File: config.mk
export PLATFORM = sky130hd
export DESIGN_NAME = plw_lock_detect
export DESIGN_NICKNAME = d
export VERILOG_FILES = /design/src/rtl/plw_pkg.sv /design/src/rtl/plw_edge_det.sv /design/src/rtl/plw_phase_meas.sv /design/src/rtl/plw_qualifier.sv /design/src/rtl/plw_lock_detect.sv
export SDC_FILE = /design/constraint.sdc
export NUM_CORES = 1
export LEC_CHECK = 0
export BUFFER_PORTS_ARGS = -buffer_cell sky130_fd_sc_hd__buf_2
export CAP_MARGIN = 15
export CORE_MARGIN = 2
export CORE_UTILIZATION = 65
export DETAILED_ROUTE_END_ITERATION = 7
export GPL_TIMING_DRIVEN = 0
export PLACE_DENSITY = 0.84
export SLEW_MARGIN = 20
export SYNTH_ARGS = -nofsm -noshare
export SYNTH_HDL_FRONTEND = slang
export SYNTH_SLANG_ARGS = --single-unit
export TNS_END_PERCENT = 30
File: constraint.sdc
create_clock -name clk -period 5.1 [get_ports clk]
set_clock_uncertainty 0.1 [all_clocks]
set_input_delay 0.765 -clock clk [delete_from_list [all_inputs] [get_ports clk]]
set_output_delay 0.765 -clock clk [all_outputs]
set_load 0.005 [all_outputs]
File: src/rtl/plw_pkg.sv
package plw_pkg;

   typedef enum logic [1:0] {
      LVL_LOW  = 2'b00,
      LVL_MID  = 2'b01,
      LVL_HIGH = 2'b10,
      LVL_OPEN = 2'b11
   } lvl_e;

   // The open code (11) behaves as MID, so only LOW and HIGH need a test.
   function automatic logic lvl_is_low(input logic [1:0] code);
      return code == LVL_LOW;
   endfunction

   function automatic logic lvl_is_high(input logic [1:0] code);
      return code == LVL_HIGH;
   endfunction

endpackage

File: src/rtl/plw_edge_det.sv
module plw_edge_det #(
   parameter int CHANNELS = 2
) (
   input  logic                clk,
   input  logic                rst_n,
   input  logic                fall_sel,
   input  logic [CHANNELS-1:0] sig_in,
   output logic [CHANNELS-1:0] edge_out
);

   logic [CHANNELS-1:0] prev_q;

   for (genvar ch = 0; ch < CHANNELS; ch++) begin : g_ch
      logic rise_w;
      logic fall_w;

      always_ff @(posedge clk or negedge rst_n) begin
         if (!rst_n) prev_q[ch] <= 1'b0;
         else        prev_q[ch] <= sig_in[ch];
      end

      assign rise_w       = sig_in[ch] & ~prev_q[ch];
      assign fall_w       = ~sig_in[ch] & prev_q[ch];
      assign edge_out[ch] = fall_sel ? fall_w : rise_w;
   end

endmodule

File: src/rtl/plw_phase_meas.sv
module plw_phase_meas #(
   parameter int WIN_WIDE   = 16,
   parameter int WIN_NARROW = 8
) (
   input  logic clk,
   input  logic rst_n,
   input  logic clear,
   input  logic narrow_sel,
   input  logic ref_edge,
   input  logic fb_edge,
   output logic in_win,
   output logic out_win
);

   localparam int CW = $clog2(WIN_WIDE + 2);
   localparam logic [CW-1:0] AGE_MAX = {CW{1'b1}};

   logic [CW-1:0] win;
   logic [CW-1:0] age_q, age_d;   // ticks since the latest feedback edge
   logic [CW-1:0] lag_q, lag_d;   // ticks since an unmatched reference edge
   logic          pend_q, pend_d;
   logic          in_raw, out_raw;

   if (WIN_WIDE == WIN_NARROW) begin : g_fixed_win
      assign win = CW'(WIN_WIDE);
   end else begin : g_sel_win
      assign win = narrow_sel ? CW'(WIN_NARROW) : CW'(WIN_WIDE);
   end

   always_comb begin
      in_raw  = 1'b0;
      out_raw = 1'b0;
      pend_d  = pend_q;
      lag_d   = lag_q;
      if (pend_q) begin
         if (fb_edge) begin
            in_raw = 1'b1;
            pend_d = 1'b0;
         end else if (ref_edge || lag_q >= win) begin
            out_raw = 1'b1;
            pend_d  = 1'b0;
         end else begin
            lag_d = lag_q + 1'b1;
         end
      end else if (ref_edge) begin
         if (fb_edge || age_q <= win) begin
            in_raw = 1'b1;
         end else begin
            pend_d = 1'b1;
            lag_d  = CW'(1);
         end
      end
      if (fb_edge)              age_d = CW'(1);
      else if (age_q == AGE_MAX) age_d = AGE_MAX;
      else                      age_d = age_q + 1'b1;
   end

   always_ff @(posedge clk or negedge rst_n) begin
      if (!rst_n) begin
         age_q  <= AGE_MAX;
         lag_q  <= '0;
         pend_q <= 1'b0;
      end else if (clear) begin
         age_q  <= AGE_MAX;
         lag_q  <= '0;
         pend_q <= 1'b0;
      end else begin
         age_q  <= age_d;
         lag_q  <= lag_d;
         pend_q <= pend_d;
      end
   end

   assign in_win  = in_raw  & ~clear;
   assign out_win = out_raw & ~clear;

endmodule

File: src/rtl/plw_qualifier.sv
module plw_qualifier #(
   parameter int QUAL_LEN      = 16,
   parameter int TIMEOUT_TICKS = 5000000
) (
   input  logic clk,
   input  logic rst_n,
   input  logic clear,
   input  logic in_win,
   input  logic out_win,
   output logic lock,
   output logic timeout
);

   localparam int TW = $clog2(TIMEOUT_TICKS + 1);

   logic          lock_q, lock_d;
   logic          seen_q;
   logic          tout_q, tout_d;
   logic [TW-1:0] tcnt_q, tcnt_d;

   if (QUAL_LEN == 1) begin : g_single
      always_comb begin
         if (out_win)     lock_d = 1'b0;
         else if (in_win) lock_d = 1'b1;
         else             lock_d = lock_q;
      end
   end else begin : g_count
      localparam int QW = $clog2(QUAL_LEN + 1);
      logic [QW-1:0] cnt_q, cnt_d;

      always_comb begin
         cnt_d  = cnt_q;
         lock_d = lock_q;
         if (out_win) begin
            cnt_d  = '0;
            lock_d = 1'b0;
         end else if (in_win) begin
            if (cnt_q != QW'(QUAL_LEN)) cnt_d = cnt_q + 1'b1;
            if (cnt_q >= QW'(QUAL_LEN - 1)) lock_d = 1'b1;
         end
      end

      always_ff @(posedge clk or negedge rst_n) begin
         if (!rst_n)     cnt_q <= '0;
         else if (clear) cnt_q <= '0;
         else            cnt_q <= cnt_d;
      end
   end

   always_comb begin
      tcnt_d = tcnt_q;
      tout_d = tout_q;
      if (!(seen_q || lock_q) && !tout_q) begin
         if (tcnt_q == TW'(TIMEOUT_TICKS - 1)) tout_d = 1'b1;
         else                                  tcnt_d = tcnt_q + 1'b1;
      end
   end

   always_ff @(posedge clk or negedge rst_n) begin
      if (!rst_n) begin
         lock_q <= 1'b0;
         seen_q <= 1'b0;
         tout_q <= 1'b0;
         tcnt_q <= '0;
      end else if (clear) begin
         lock_q <= 1'b0;
         seen_q <= 1'b0;
         tout_q <= 1'b0;
         tcnt_q <= '0;
      end else begin
         lock_q <= lock_d;
         seen_q <= seen_q | lock_q;
         tout_q <= tout_d;
         tcnt_q <= tcnt_d;
      end
   end

   assign lock    = lock_q;
   assign timeout = tout_q;

endmodule

File: src/rtl/plw_lock_detect.sv
module plw_lock_detect
   import plw_pkg::*;
#(
   parameter int WIN_WIDE_TICKS   = 16,
   parameter int WIN_NARROW_TICKS = 8,
   parameter int QUAL_LEN         = 16,
   parameter int TIMEOUT_TICKS    = 5000000
) (
   input  logic       clk,
   input  logic       rst_n,
   input  logic       ref_smp,
   input  logic       fb_smp,
   input  logic [1:0] range_code,
   input  logic [1:0] edge_code,
   input  logic [1:0] pwr_code,
   input  logic [1:0] test_code,
   output logic       lock,
   output logic       lock_valid,
   output logic       lock_timeout
);

   localparam int CH_REF = 0;
   localparam int CH_FB  = 1;

   if (WIN_NARROW_TICKS < 1 || WIN_NARROW_TICKS > WIN_WIDE_TICKS) begin : g_bad_window
      $error("plw_lock_detect: narrow window must be 1..WIN_WIDE_TICKS");
   end
   if (QUAL_LEN < 1) begin : g_bad_qual
      $error("plw_lock_detect: QUAL_LEN must be at least 1");
   end
   if (TIMEOUT_TICKS < 2) begin : g_bad_timeout
      $error("plw_lock_detect: TIMEOUT_TICKS must be at least 2");
   end

   logic       clear;
   logic [1:0] edges;
   logic       in_win, out_win;

   assign clear = lvl_is_low(pwr_code);

   plw_edge_det #(.CHANNELS(2)) u_edges (
      .clk      (clk),
      .rst_n    (rst_n),
      .fall_sel (lvl_is_low(edge_code)),
      .sig_in   ({fb_smp, ref_smp}),
      .edge_out (edges)
   );

   plw_phase_meas #(
      .WIN_WIDE   (WIN_WIDE_TICKS),
      .WIN_NARROW (WIN_NARROW_TICKS)
   ) u_meas (
      .clk        (clk),
      .rst_n      (rst_n),
      .clear      (clear),
      .narrow_sel (lvl_is_high(range_code)),
      .ref_edge   (edges[CH_REF]),
      .fb_edge    (edges[CH_FB]),
      .in_win     (in_win),
      .out_win    (out_win)
   );

   plw_qualifier #(
      .QUAL_LEN      (QUAL_LEN),
      .TIMEOUT_TICKS (TIMEOUT_TICKS)
   ) u_qual (
      .clk     (clk),
      .rst_n   (rst_n),
      .clear   (clear),
      .in_win  (in_win),
      .out_win (out_win),
      .lock    (lock),
      .timeout (lock_timeout)
   );

   assign lock_valid = !clear && lvl_is_low(test_code);

endmodule

# After elaboration in Yosys (flattened, before gate mapping)
# Index checks and enable logic that the tools add are counted.
# word_totals
inputBits	12
word_cells	99
register_bits	44
# classes
eq_ne	8
n_addsub	4
bitwise_logic	12
reduce_logical	22
n_lt_le_gt_ge	3
mux	40
# op_table
cell	count
2-to-1 mux 5 bit	14
2-to-1 mux 23 bit	3
adder 23 x 1 -> 23 bit, second input constant	1
== test 23 bit, second input constant	1
2-to-1 mux 1 bit	23
adder 5 x 1 -> 5 bit, second input constant	3
nonzero test 3 bit	4
AND reduction 2 bit	4
AND 1 bit	6
logical NOT 2 bit	3
inequality test 3 bit, second input constant	2
== test 5 bit, second input constant	1
>= comparator 5 x 4 -> 1 bit, second input constant	1
>= comparator 5 bit	1
less-or-equal comparator 5 bit	1
inequality test 5 bit, second input constant	1
inverter 1 bit	5
AND reduction 4 bit	1
nonzero test 2 bit	2
logical NOT 1 bit	3
logical OR 1 bit	3
inequality test 3 x 2 -> 1 bit, second input constant	1
== test 2 bit, second input constant	1
logical AND 1 bit	2
2 further kinds	2

# Longest topological paths before layout
# Gate-level depths: netlist of run 1.
# logic_depth
ltp_word	11
depth_mapped	7
mapped_depth_nobuf	7

# Cells and area by module
# A second synthesis of run 1 with hierarchy kept.
# hier_totals
cells_unflattened	297
hier_area_um2	2778.9
# by_module_without_submodules
module	area_each_um2	instances	seq_area_each_um2	cells_per_inst
plw_qualifier	1819.2	1	775.7	195
plw_phase_meas	845.8	1	281.5	90
plw_edge_det	87.6	1	50.0	8
plw_lock_detect	26.3	1	0.0	4

# Least setup slack after synthesis of run 1
# Ideal clock, no wire load.
# synth_timing
path_type	input-to-reg
startpoint	input port edge_code[1]
endpoint	register u_meas.lag_q[2]
required_ps	4875
setup_slack_ps	2586
path_stages	5
t_arrival_ps	2289
n_path_buf	0
setup_time_ps	125
cell_sequence	o21ba_2 > a2111oi_0 > nand2_1 > a21oi_1 > mux2_2
# synth_between
elab_chain_cells	5
# synth_rtl
element	line	rtl
from (decl)	plw_lock_detect.sv:14	input logic [1:0] edge_code,
logical NOT 2 bit *	plw_pkg.sv:12	return code == LVL_LOW;
2-to-1 mux 1 bit	plw_edge_det.sv:24	assign edge_out[ch] = fall_sel ? fall_w : rise_w;
logical OR 1 bit, on equally long branches	plw_phase_meas.sv:39, plw_phase_meas.sv:46	
inequality test 3 bit (no source line) / inequality test 3 x 2 -> 1 bit (equally long branches)	--	
AND reduction 4 bit (no source line) *	--	
to (signal assigned)	plw_phase_meas.sv:69	lag_q <= lag_d;
to (decl)	plw_phase_meas.sv:20	logic [CW-1:0] lag_q, lag_d;
# Every way passes the cells marked *; elsewhere a longest branch is shown, timed or not.
# A chain may end at the register's enable or synchronous reset.

# Final worst setup path of run 1
# layout_timing
startpoint	input port pwr_code[1]
endpoint	output port lock_valid
# layout_between
elab_chain_cells	3
# layout_rtl
element	line	rtl
from (decl)	plw_lock_detect.sv:15	input logic [1:0] pwr_code,
logical NOT 2 bit	plw_pkg.sv:12	
logical NOT 1 bit	plw_lock_detect.sv:76	assign lock_valid = !clear && lvl_is_low(test_code);
logical AND 1 bit	plw_lock_detect.sv:76	
to (decl)	plw_lock_detect.sv:18	output logic lock_valid,
# Every way passes these cells.

==> results.txt, run 1 <==
filler instances: 275
crit share post-route: 59.1%
r2r worst-path depth: 5
mux contribution to synthesized area: 1.67%
CTS tree: built
commonest non-fill, non-tap cell in the layout: dfrtp_1
Worst Path Arrival: 2150 ps
first-pass GRT wire length: 8810 um
Inserted Diodes: 0
DR vias/cell: 6.18
post_cts resized: 0
drt wl/cell: 15.4 um
Distinct cells, synth: 56
syn nets: 290
Cell Area, Synth: 0.00254 mm^2
hold depth: 1
Die Area: 0.00443 mm^2
Clock Latency Late Sink: 300 ps
Die Y: 66.5 um
dpl hpwl: 3750 um
largest family of logic cells by synthesized area: simple AND/OR/NAND/NOR gates
Die Wd: 66.5 um
post-detailed-route count of antenna-violating nets: 0
CTS H-tree depth: 2
via count: 2102
number of flops mapped to enable cells by yosys: 0
Compound-Gate Fraction of Synth Area: 14.2%
total power: 0.000955 W
largest net degree at the start of global routing: 45
Final Max Tran Viols: 0
worst-margin pin slew: 1060 ps
clock sink count: 44
met1 GRT Util: 35.8%
port bufs: 14
Max Cap Viol: 0
Post-synth ARST share: 100%
Root Driver: clkbuf_8
Post-Route WL: 5250 um
total CTS buffers: 5
Final Hold Fails: 0
gr usage total: 26.5%
post-route insts no fill: 340
num ports: 15
Reg clk slew, reported paths: 80 ps
Post-Route Setup TNS: 0 ps
Lkg Pwr: 1.18 nW
DRC: 0
core area: 0.00372 mm^2
setup bufs post-CTS: 0
Congestion Overflow GR: 0
syn avg cell area: 9.41 um^2
number of DRC markers in iteration 0: 167
Synth Area in XOR/XNOR: 5.86%
post-synthesis cell count: 270
drt pass-1 iters: 4
fmax: 332 MHz
Layout Utilization: 74.9%
Syn. warnings: 0
Max FO, Critical Path: 10
Crit Path Category: input pin to primary output
met3 usage: 5.74%
met2 usage: 43.0%
Tmin final: 3020 ps
PwrDens: 343 mW/mm^2
Hold WC Path Type: register to register
Setup Viol. Count Final: 0
Setup crit end kind: primary output
most crowded layer after global routing: met2
Synth Area in Adders: 3.94%
antenna violations before repair: 0
max_slew headroom: 27.7%
CP required: 4240 ps
share of layout cells above drive strength 1: 14.0%
Routability Congestion: 0.823
placed cells: 332
Seq cells post-synth: 44
most frequent cells in the layout: dfrtp_1, nor2_1, nand2_1
Clock Path Buffers: 2
outcome: finished, final reports clean
Rows: 22
nets: 311
RSZ-0062 raised after global routing: false
vias in the first global route: 1911
Initial Utilization: 68.4%
Simple-Gate Fraction of Synth Area: 27.8%
P&R area growth vs syn: 9.50%
crit path launch type: input pin
Primary FF master, synth: dfrtp_1
hold_buf cts: 0
maximum VDD drop: 0.267 mV
final hold slack: 401 ps
sequential element share of the synthesized area: 43.6%
## final timing paths
kind	from	to	slack [ps]
min reg2reg	u_meas.lag_q[4]	u_meas.lag_q[4]	400
max in group asynchronous	rst_n	u_meas.lag_q[2]	3800
max reg2reg	u_meas.lag_q[3]	u_meas.lag_q[3]	2620
min in group asynchronous	rst_n	u_qual.tcnt_q[15]	500
max	pwr_code[1]	lock_valid	2080
min	u_meas.lag_q[4]	u_meas.lag_q[4]	400
## per-layer routing
| metal | routed length, um | vias up |
|---|---|---|
| li1 | - | 1043 |
| met1 | 2530 | 1006 |
| met4 | 54 | 0 |
| met3 | 209 | 5 |
| met5 | 0 | - |
| met2 | 2460 | 48 |
## cell usage after synthesis, types with 2 or more instances
cell type / number / share of area, %
dfrtp_1: 39 / 38
nor2_1: 29 / 4.3
nand2_1: 20 / 3.0
a21oi_1: 13 / 2.6
nand3_1: 12 / 2.4
nor3_1: 12 / 2.4
inv_1: 10 / 1.5
xor2_1: 10 / 3.4
o21ai_0: 9 / 1.8
ha_1: 8 / 3.9
nand4_1: 7 / 1.7
xnor2_1: 7 / 2.4
clkbuf_1: 6 / 0.89
or3_1: 6 / 1.5
dfstp_2: 5 / 5.2
o21a_1: 5 / 1.5
and3_1: 4 / 0.98
nand2b_1: 4 / 0.98
nor4_1: 4 / 0.98
o211ai_1: 4 / 1.2
and4_1: 3 / 1.0
nor4b_1: 3 / 1.0
o2111ai_1: 3 / 1.0
o31ai_1: 3 / 0.89
o32ai_1: 3 / 1.0
or4_1: 3 / 0.89
and2_1: 2 / 0.49
mux2_2: 2 / 0.89
mux2i_1: 2 / 0.79
nand4b_1: 2 / 0.69
nor4bb_1: 2 / 0.79
o311ai_0: 2 / 0.69
or2_2: 2 / 0.49
or3b_2: 2 / 0.69
## cells by family (layout without fill, tap and decap cells)
kind of cell / Yosys count / in the layout
buf+inv: 18 / 40
simple gates: 126 / 126
compound gates: 53 / 53
flops: 44 / 44
fa+ha+maj: 8 / 8
xor+xnor: 17 / 17
mux: 4 / 4
## flip-flops by register name (all words and copies together) (netlist names)
name                  cells
u_edges.prev_q            2
u_meas.age_q              5
u_meas.lag_q              5
u_meas.pend_q             1
u_qual.g_count.cnt_q      5
u_qual.lock               1
u_qual.seen_q             1
u_qual.tcnt_q            23
u_qual.timeout            1
## report_power, final
part / switching, W / internal (W) / total (W)
clock network: 0.000124 / 0.000145 / 0.000269
logic: 0.000122 / 0.0000946 / 0.000217
registers: 0.0000590 / 0.000411 / 0.000470
total: 0.000305 / 0.000651 / 0.000955
## area by class of cell
class                      instances  area [um^2]  share of cell area (%)
tap                               48         60.1                    2.16
sequential                        44         1110                    39.8
clock buffer                       5         68.8                    2.47
multi-input combinational        208         1360                    48.8
buffer                             8         37.5                    1.35
inverter                          10         37.5                    1.35
timing repair buffer              14         70.1                    2.52
clock inverter                     3         42.5                    1.53
## worst max-delay path, cell delays in order
cell and delay, ps:
buf_2 100, nor2_1 550, clkbuf_1 500, nor3_1 80
buf_2 140
## per-stage QoR
| step | area, um^2 | setup slack [ps] |
|---|---|---|
| 3_3_place_gp | 2670 | 2010 |
| 4_1_cts | 2780 | 2080 |
| 6_report | 2780 | 2080 |
| 5_1_grt | 2780 | 1960 |
| 3_5_place_dp | 2670 | 2010 |
| 2_1_floorplan | 2540 | 2590 |
Note: power is estimated with default switching activity, not from simulation.
==> run 2: changes to the inputs <==
--- a/config.mk
+++ b/config.mk
@@ -5,13 +5,14 @@
 export SDC_FILE = /design/constraint.sdc
 export NUM_CORES = 1
 export LEC_CHECK = 0
+export ABC_AREA = 1
 export BUFFER_PORTS_ARGS = -buffer_cell sky130_fd_sc_hd__buf_2
 export CAP_MARGIN = 15
 export CORE_MARGIN = 2
-export CORE_UTILIZATION = 65
+export CORE_UTILIZATION = 61
 export DETAILED_ROUTE_END_ITERATION = 7
 export GPL_TIMING_DRIVEN = 0
-export PLACE_DENSITY = 0.84
+export PLACE_DENSITY = 0.79
 export SLEW_MARGIN = 20
 export SYNTH_ARGS = -nofsm -noshare
 export SYNTH_HDL_FRONTEND = slang
==> constraint.sdc (replaced) <==
create_clock -name clk -period 3 [get_ports clk]
set_clock_uncertainty 0.1 [all_clocks]
set_input_delay 0.45 -clock clk [delete_from_list [all_inputs] [get_ports clk]]
set_output_delay 0.45 -clock clk [all_outputs]
set_load 0.005 [all_outputs]
==> run 2 against run 1 <==
Clock power is 68% higher. First-iteration DRC count is 6.6% lower. Clock-buffer cell count is 1 higher. Hold slack got worse by 220 ps. Critical path type is now register to register. Synthesized cell count up 59%. Via count rose by 30%. Sequential share of layout area fell by 4.4 points. Critical path depth up 6.
==> results.txt, run 2 <==
area of the multi-input gates: 0.00153 mm^2 (+12%)
fmax: 449 MHz
Highest Signal Layer: met4
outcome: finished, final reports clean
Largest Register: u_qual.tcnt_q
maximum VDD drop: 0.238 mV (-11%)
Syn. warnings: 0 (unchanged)
share of layout cells above drive strength 1: 8.22% (-5.8 points)
Max FO, Critical Path: 10 (unchanged)
Final Max Tran Viols: 0 (unchanged)
hold_buf cts: 0 (unchanged)
dpl hpwl: 4930 um (+31%)
CP required: 3080 ps (-1160 ps)
top cells by area, synth: dfrtp_1, nand2_1, nor2_1
largest net degree at the start of global routing: 45 (unchanged)
num ports: 15 (unchanged)
total power: 0.00174 W (+82%)
Clock Path Buffers: 2 (unchanged)
post_cts resized: 0 (unchanged)
post-synthesis cell count: 428 (+59%)
clock sink count: 44 (unchanged)
Comb power frac: 28.7% (+6.0 points)
crit share post-route: 74.3%
DRC: 0 (unchanged)
Seq cells post-synth: 44 (unchanged)
drt pass-1 iters: 5 (+1)
Post-synth ARST share: 100% (unchanged)
drt wl/cell: 13.3 um (-14%)
Final Hold Fails: 0 (unchanged)
post-detailed-route count of antenna-violating nets: 0 (unchanged)
CTS H-tree depth: 2 (unchanged)
RSZ-0062 raised after global routing: false
port bufs: 14 (unchanged)
Inserted Diodes: 0 (unchanged)
Synth top area share: 33.8% (-4.6 points)
Primary FF master, synth: dfrtp_1
nets: 469 (+51%)
antenna violations before repair: 0 (unchanged)
commonest cells in the netlist: nand2_1, nor2_1, inv_1, dfrtp_1, nand3_1
Cell Area, Synth: 0.00289 mm^2 (+14%)
Rows: 25 (+14%)
Post-Route WL: 6700 um (+27%)
crit path launch type: register
syn avg cell area: 6.74 um^2 (-28%)
PwrDens: 556 mW/mm^2 (+62%)
via count: 2737 (+30%)
Max Cap Viol: 0 (unchanged)
Setup Viol. Count Final: 0 (unchanged)
Worst Path Arrival: 2310 ps (+160 ps)
syn nets: 448 (+54%)
most frequent cells in the layout: nand2_1, nor2_1, inv_1
total CTS buffers: 5 (unchanged)
Internal Pwr Total: 0.00113 W (+73%)
first-pass GRT wire length: 11100 um (+26%)
Congestion Overflow GR: 0 (unchanged)
setup bufs post-CTS: 0 (unchanged)
Die Wd: 72.8 um (+9.4%)
Clock Latency Late Sink: 290 ps (about the same)
Die Y: 72.8 um (+9.4%)
final hold slack: 185 ps (-216 ps)
Metal-1 WL: 2970 um (+17%)
Hold WC Path Type: input pin to register
Setup crit end kind: register
number of DRC markers in iteration 0: 156 (-6.6%)
P&R area growth vs syn: 8.50%
Crit Path Category: register to register
Die Area: 0.00530 mm^2 (+20%)
gr usage total: 26.7% (+0.23 points)
Distinct cells, synth: 28 (-50%)
Seq pwr share: 45.3% (-3.9 points)
met3 wire len: 217 um (+3.8%)
commonest non-fill, non-tap cell in the layout: nand2_1
vias in the first global route: 2490 (+30%)
Root Driver: clkbuf_8
switching pwr: 0.000615 W (+100%)
Lkg Pwr: 1.60 nW (+36%)
Routability Congestion: 0.980 (+19%)
max reg flops: 23 (unchanged)
core area: 0.00463 mm^2 (+25%)
Clk pwr share: 25.9% (-2.2 points)
sequential element share of the synthesized area: 38.4% (-5.2 points)
DR vias/cell: 5.43 (-12%)
sw frac: 35.3% (+3.4 points)
Initial Utilization: 62.4% (-6.0 points)
Reg clk slew, reported paths: 80 ps (about the same)
Post-Route Setup TNS: 0 ps (unchanged)
max_slew headroom: 34.5% (+6.8 points)
WL met2: 3400 um (+39%)
cell taking the most area after synthesis: dfrtp_1
count leader, synth: nand2_1
filler instances: 423 (+54%)
Tmin final: 2230 ps
CTS tree: built
worst-margin pin slew: 983 ps (-74.3 ps)
register area: 0.00111 mm^2 (unchanged)
number of flops mapped to enable cells by yosys: 0 (unchanged)
[run 2: cell types whose count changed in the layout (fill, tap and decap cells not counted), moves of 6 or more]
cell and delta:
nor2_1 +24, o21ai_0 +8, a21oi_1 -9, nor3_1 -8, nand3_1 +21, inv_1 +42
or3_1 -6, nand4_1 +13, nand2_1 +140
[run 2: final cells by class]
type | instances | share of cell area, %
inverter | 53 | 6.35
multi-input combinational | 323 | 48.7
tap | 54 | 2.16
clock buffer | 6 | 2.32
sequential | 44 | 35.4
timing repair buffer | 14 | 2.24
clock inverter | 2 | 1.12
buffer | 8 | 1.76
[run 2: kinds of logic (layout without fill, tap and decap cells)]
group,Yosys count,in the layout,share of synthesized area (%)
xor gates and xnor gates,11,11,3.34
DFF,44,44,38.4
buffers and inverters,61,83,8.80
AOI/OAI and AO/OA,27,27,5.16
and+or+nand+nor,277,277,40.9
adders and majority gates,8,8,3.47
[run 2: worst max-delay path: stages, from the launching register on]
cell     delay, ps
dfrtp_1        470
ha_1           280
inv_1           90
nor2_4         240
nand2_4         90
inv_2           90
nand2_1         60
o21a_1         200
buf_6          140
buf_2          190
nand4_1        100
nand2_1         60
[run 2: power groups by stage]
stage                     Sequential [W]  Combinational, W  Clock, W
after detailed placement        0.000797          0.000502         0
after CTS                       0.000787          0.000502  0.000467
final                           0.000790          0.000500  0.000452
after global routing            0.000802          0.000575  0.000485
after floorplan                 0.000774          0.000377         0
after global placement          0.000793          0.000483         0
[run 2: worst paths after layout]
check	cells after the start	to	start	slack, ps
worst max-delay path	11	u_qual.tcnt_q[18]	u_qual.tcnt_q[0]	770
max in group asynchronous	1	u_qual.lock	rst_n	1980
worst min-delay path	1	u_edges.prev_q[1]	fb_smp	190
worst min register to register	2	u_qual.g_count.cnt_q[4]	u_qual.g_count.cnt_q[4]	410
worst max register to register	11	u_qual.tcnt_q[18]	u_qual.tcnt_q[0]	770
min in group asynchronous	1	u_meas.lag_q[3]	rst_n	210
[run 2: per-layer routing]
| layer | up-vias | global-route usage (%) |
|---|---|---|
| li1 | 1394 | - |
| met1 | 1270 | 34.0 |
| met2 | 63 | 46.8 |
| met5 | - | 0 |
| met3 | 10 | 4.42 |
| met4 | 0 | 7.61 |
[run 2: stage by stage]
step | util, % | setup WS [ps] | cell area [um^2] | instances
6_report | 67.6 | 772 | 3130 | 504
5_1_grt | 67.6 | 675 | 3130 | 504
4_1_cts | 67.6 | 795 | 3130 | 504
3_5_place_dp | 65.3 | 838 | 3020 | 496
3_3_place_gp | 65.3 | 815 | 3020 | 496
2_1_floorplan | - | 1130 | 2890 | 428
==> run 3: changes to the inputs <==
--- a/config.mk
+++ b/config.mk
@@ -9,10 +9,10 @@
 export BUFFER_PORTS_ARGS = -buffer_cell sky130_fd_sc_hd__buf_2
 export CAP_MARGIN = 15
 export CORE_MARGIN = 2
-export CORE_UTILIZATION = 61
+export CORE_UTILIZATION = 55
 export DETAILED_ROUTE_END_ITERATION = 7
 export GPL_TIMING_DRIVEN = 0
-export PLACE_DENSITY = 0.79
+export PLACE_DENSITY = 0.76
 export SLEW_MARGIN = 20
 export SYNTH_ARGS = -nofsm -noshare
 export SYNTH_HDL_FRONTEND = slang
==> constraint.sdc (replaced) <==
create_clock -name clk -period 1.9 [get_ports clk]
set_clock_uncertainty 0.1 [all_clocks]
set_input_delay 0.285 -clock clk [delete_from_list [all_inputs] [get_ports clk]]
set_output_delay 0.285 -clock clk [all_outputs]
set_load 0.005 [all_outputs]
==> run 3 against run 2 <==
Clock power up 63%. Non-clock buffer count rose by 15. Die area grew 10%. Critical path depth grew 1. Total power rose by 74%. First-iteration DRC count is 3.2% lower. Maximum frequency increased by 17%. Critical path type unchanged. Global-route usage decreased by 2.5 points. Utilization shrank 0.29 points. Hold slack got worse by 170 ps.
==> results.txt, run 3 (same netlist as run 2, synthesis figures left out) <==
most crowded layer after global routing: met2
gr usage total: 24.2% (-2.5 points)
post-detailed-route count of antenna-violating nets: 0 (unchanged)
port bufs: 14 (unchanged)
core area: 0.00507 mm^2 (+9.6%)
DR vias/cell: 5.19 (-4.5%)
CP peak stage delay: 410 ps (-60 ps)
RSZ-0062 raised after global routing: true
first-pass GRT wire length: 11700 um (+5.4%)
Initial Utilization: 56.9% (-5.5 points)
largest net degree at the start of global routing: 45 (unchanged)
drt wl/cell: 13.1 um (-1.1%)
nets: 484 (+3.2%)
Congestion Overflow GR: 0 (unchanged)
placed cells: 512 (+3.2%)
Levels on crit path: 12 (+1)
max reg flops: 23 (unchanged)
worst setup margin: 2.03 ps (-770 ps)
Setup Viol. Count Final: 0 (unchanged)
crit path launch type: register
via count: 2775 (+1.4%)
Final Hold Fails: 0 (unchanged)
Hold WC Path Type: input pin to register
Die Area: 0.00584 mm^2 (+10%)
Rows: 26 (+4.0%)
Inserted Diodes: 0 (unchanged)
Most common cell on crit path: nand2_1
Worst Path Arrival: 2050 ps (-260 ps)
Setup crit end kind: register
Clock Latency Late Sink: 310 ps (+20 ps)
CTS H-tree depth: 2 (unchanged)
post-route insts no fill: 535 (+6.2%)
cell at the slowest stage of the critical path: dfrtp_1
Max FO, Critical Path: 5 (-5)
Clock Path Buffers: 2 (unchanged)
Post-Route WL: 7030 um (+5.0%)
Tmin final: 1900 ps (-330 ps)
met1 GRT Util: 34.3% (+0.30 points)
share of layout cells above drive strength 1: 16.3% (+8.1 points)
Lkg Pwr: 1.70 nW (+6.5%)
Layout Utilization: 67.4% (-0.29 points)
CTS tree: built
hold depth: 1 (unchanged)
Max Cap Viol: 0 (unchanged)
P&R area growth vs syn: 18.4%
Die Wd: 76.4 um (+5.0%)
Root Driver: clkbuf_8
DRC: 0 (unchanged)
clock sink count: 44 (unchanged)
num ports: 15 (unchanged)
Crit path max-delay family: simple AND/OR/NAND/NOR gates
Routability Congestion: 0.935 (-4.6%)
met2 usage: 38.8% (-7.9 points)
commonest non-fill, non-tap cell in the layout: nand2_1
vias in the first global route: 2623 (+5.3%)
r2r worst-path depth: 12 (+1)
number of DRC markers in iteration 0: 151 (-3.2%)
most frequent cells in the layout: nand2_1, nor2_1, inv_1
maximum VDD drop: 0.687 mV (+190%)
worst-margin pin slew: 568 ps (-415 ps)
fmax: 527 MHz (+17%)
Buf/Inv on CP: 4 (unchanged)
CP cell instances: ha_4 -> inv_2 -> nor2_4 -> nand2_4 -> inv_4 -> nand2_2 -> o21a_1 -> buf_6 -> nor2_8 -> clkbuf_16 -> nand2_1 -> nand2_1
crit share post-route: 99.9% (+26 points)
Reg clk slew, reported paths: 90 ps (about the same)
Crit Path Category: register to register
total CTS buffers: 5 (unchanged)
pre-CTS WS: -279 ps (-1120 ps)
antenna violations before repair: 0 (unchanged)
CP required: 2050 ps (-1030 ps)
drt pass-1 iters: 4 (-1)
Die Y: 76.4 um (+5.0%)
outcome: finished, final reports clean
Final Max Tran Viols: 0 (unchanged)
PwrDens: 889 mW/mm^2 (+60%)
dpl hpwl: 4670 um (-5.1%)
max_slew headroom: 62.1% (+28 points)
Largest Register: u_qual.tcnt_q
met3 usage: 2.96% (-1.5 points)
-- run 3: power breakdown --
part / internal (W) / leakage (nW) / switching, W
Clock: 0.000389 / 0.0541 / 0.000347
Sequential: 0.00110 / 0.576 / 0.000143
Combinational: 0.000468 / 1.07 / 0.000594
Total: 0.00195 / 1.70 / 0.00108
-- run 3: repair_timing --
item,in CTS,in global routing
hold buffers,0,2
setup endpoints to repair,33,31
setup buffers,3,8
pin swaps,1,14
resized for setup,6,28
hold endpoints to repair,0,40
gates cloned,0,2
-- run 3: worst register-to-register path, delay by kind of cell (launching register included) --
kind	cells	cell delay, ps
adders and majority gates	1	180
AOI/OAI and AO/OA	1	180
buffers and inverters	4	440
and+or+nand+nor	6	550
DFF	1	410
-- run 3: cell type report --
class | instances | area, um^2
repair buffers | 29 | 225
plain buffers | 8 | 65.1
inverters | 53 | 201
fillers | 474 | 1660
clock inverters | 3 | 42.5
well taps | 70 | 87.6
flip-flops and latches | 44 | 1110
multi-input cells | 323 | 1620
clock buffers | 5 | 68.8
-- run 3: routing by layer --
metal | part of all wire (%) | vias to the layer above
met5 | 0 | -
met4 | 1.1 | 0
met3 | 5.5 | 7
met2 | 47 | 61
met1 | 47 | 1291
li1 | - | 1416
-- run 3: stage by stage --
step / TNS [ps] / area (um^2) / hold slack [ps] / power, W
2_1_floorplan: 0 / 2890 / -111 / 0.00182
3_3_place_gp: -5370 / 3040 / 317 / 0.00201
3_5_place_dp: -5450 / 3040 / 319 / 0.00204
4_1_cts: 0 / 3190 / 1.32 / 0.00281
5_1_grt: -1010 / 3420 / 19.8 / 0.00323
6_report: 0 / 3420 / 14.6 / 0.00304
-- run 3: final timing paths --
check | slack [ps] | end | from
setup / recovery | 2 | u_qual.tcnt_q[7] | u_qual.tcnt_q[1]
setup reg to reg | 2 | u_qual.tcnt_q[7] | u_qual.tcnt_q[1]
min in group asynchronous | 400 | u_qual.tcnt_q[17] | rst_n
hold reg to reg | 390 | u_qual.seen_q | u_qual.seen_q
hold / removal | 10 | u_edges.prev_q[0] | ref_smp
max in group asynchronous | 890 | u_qual.tcnt_q[2] | rst_n
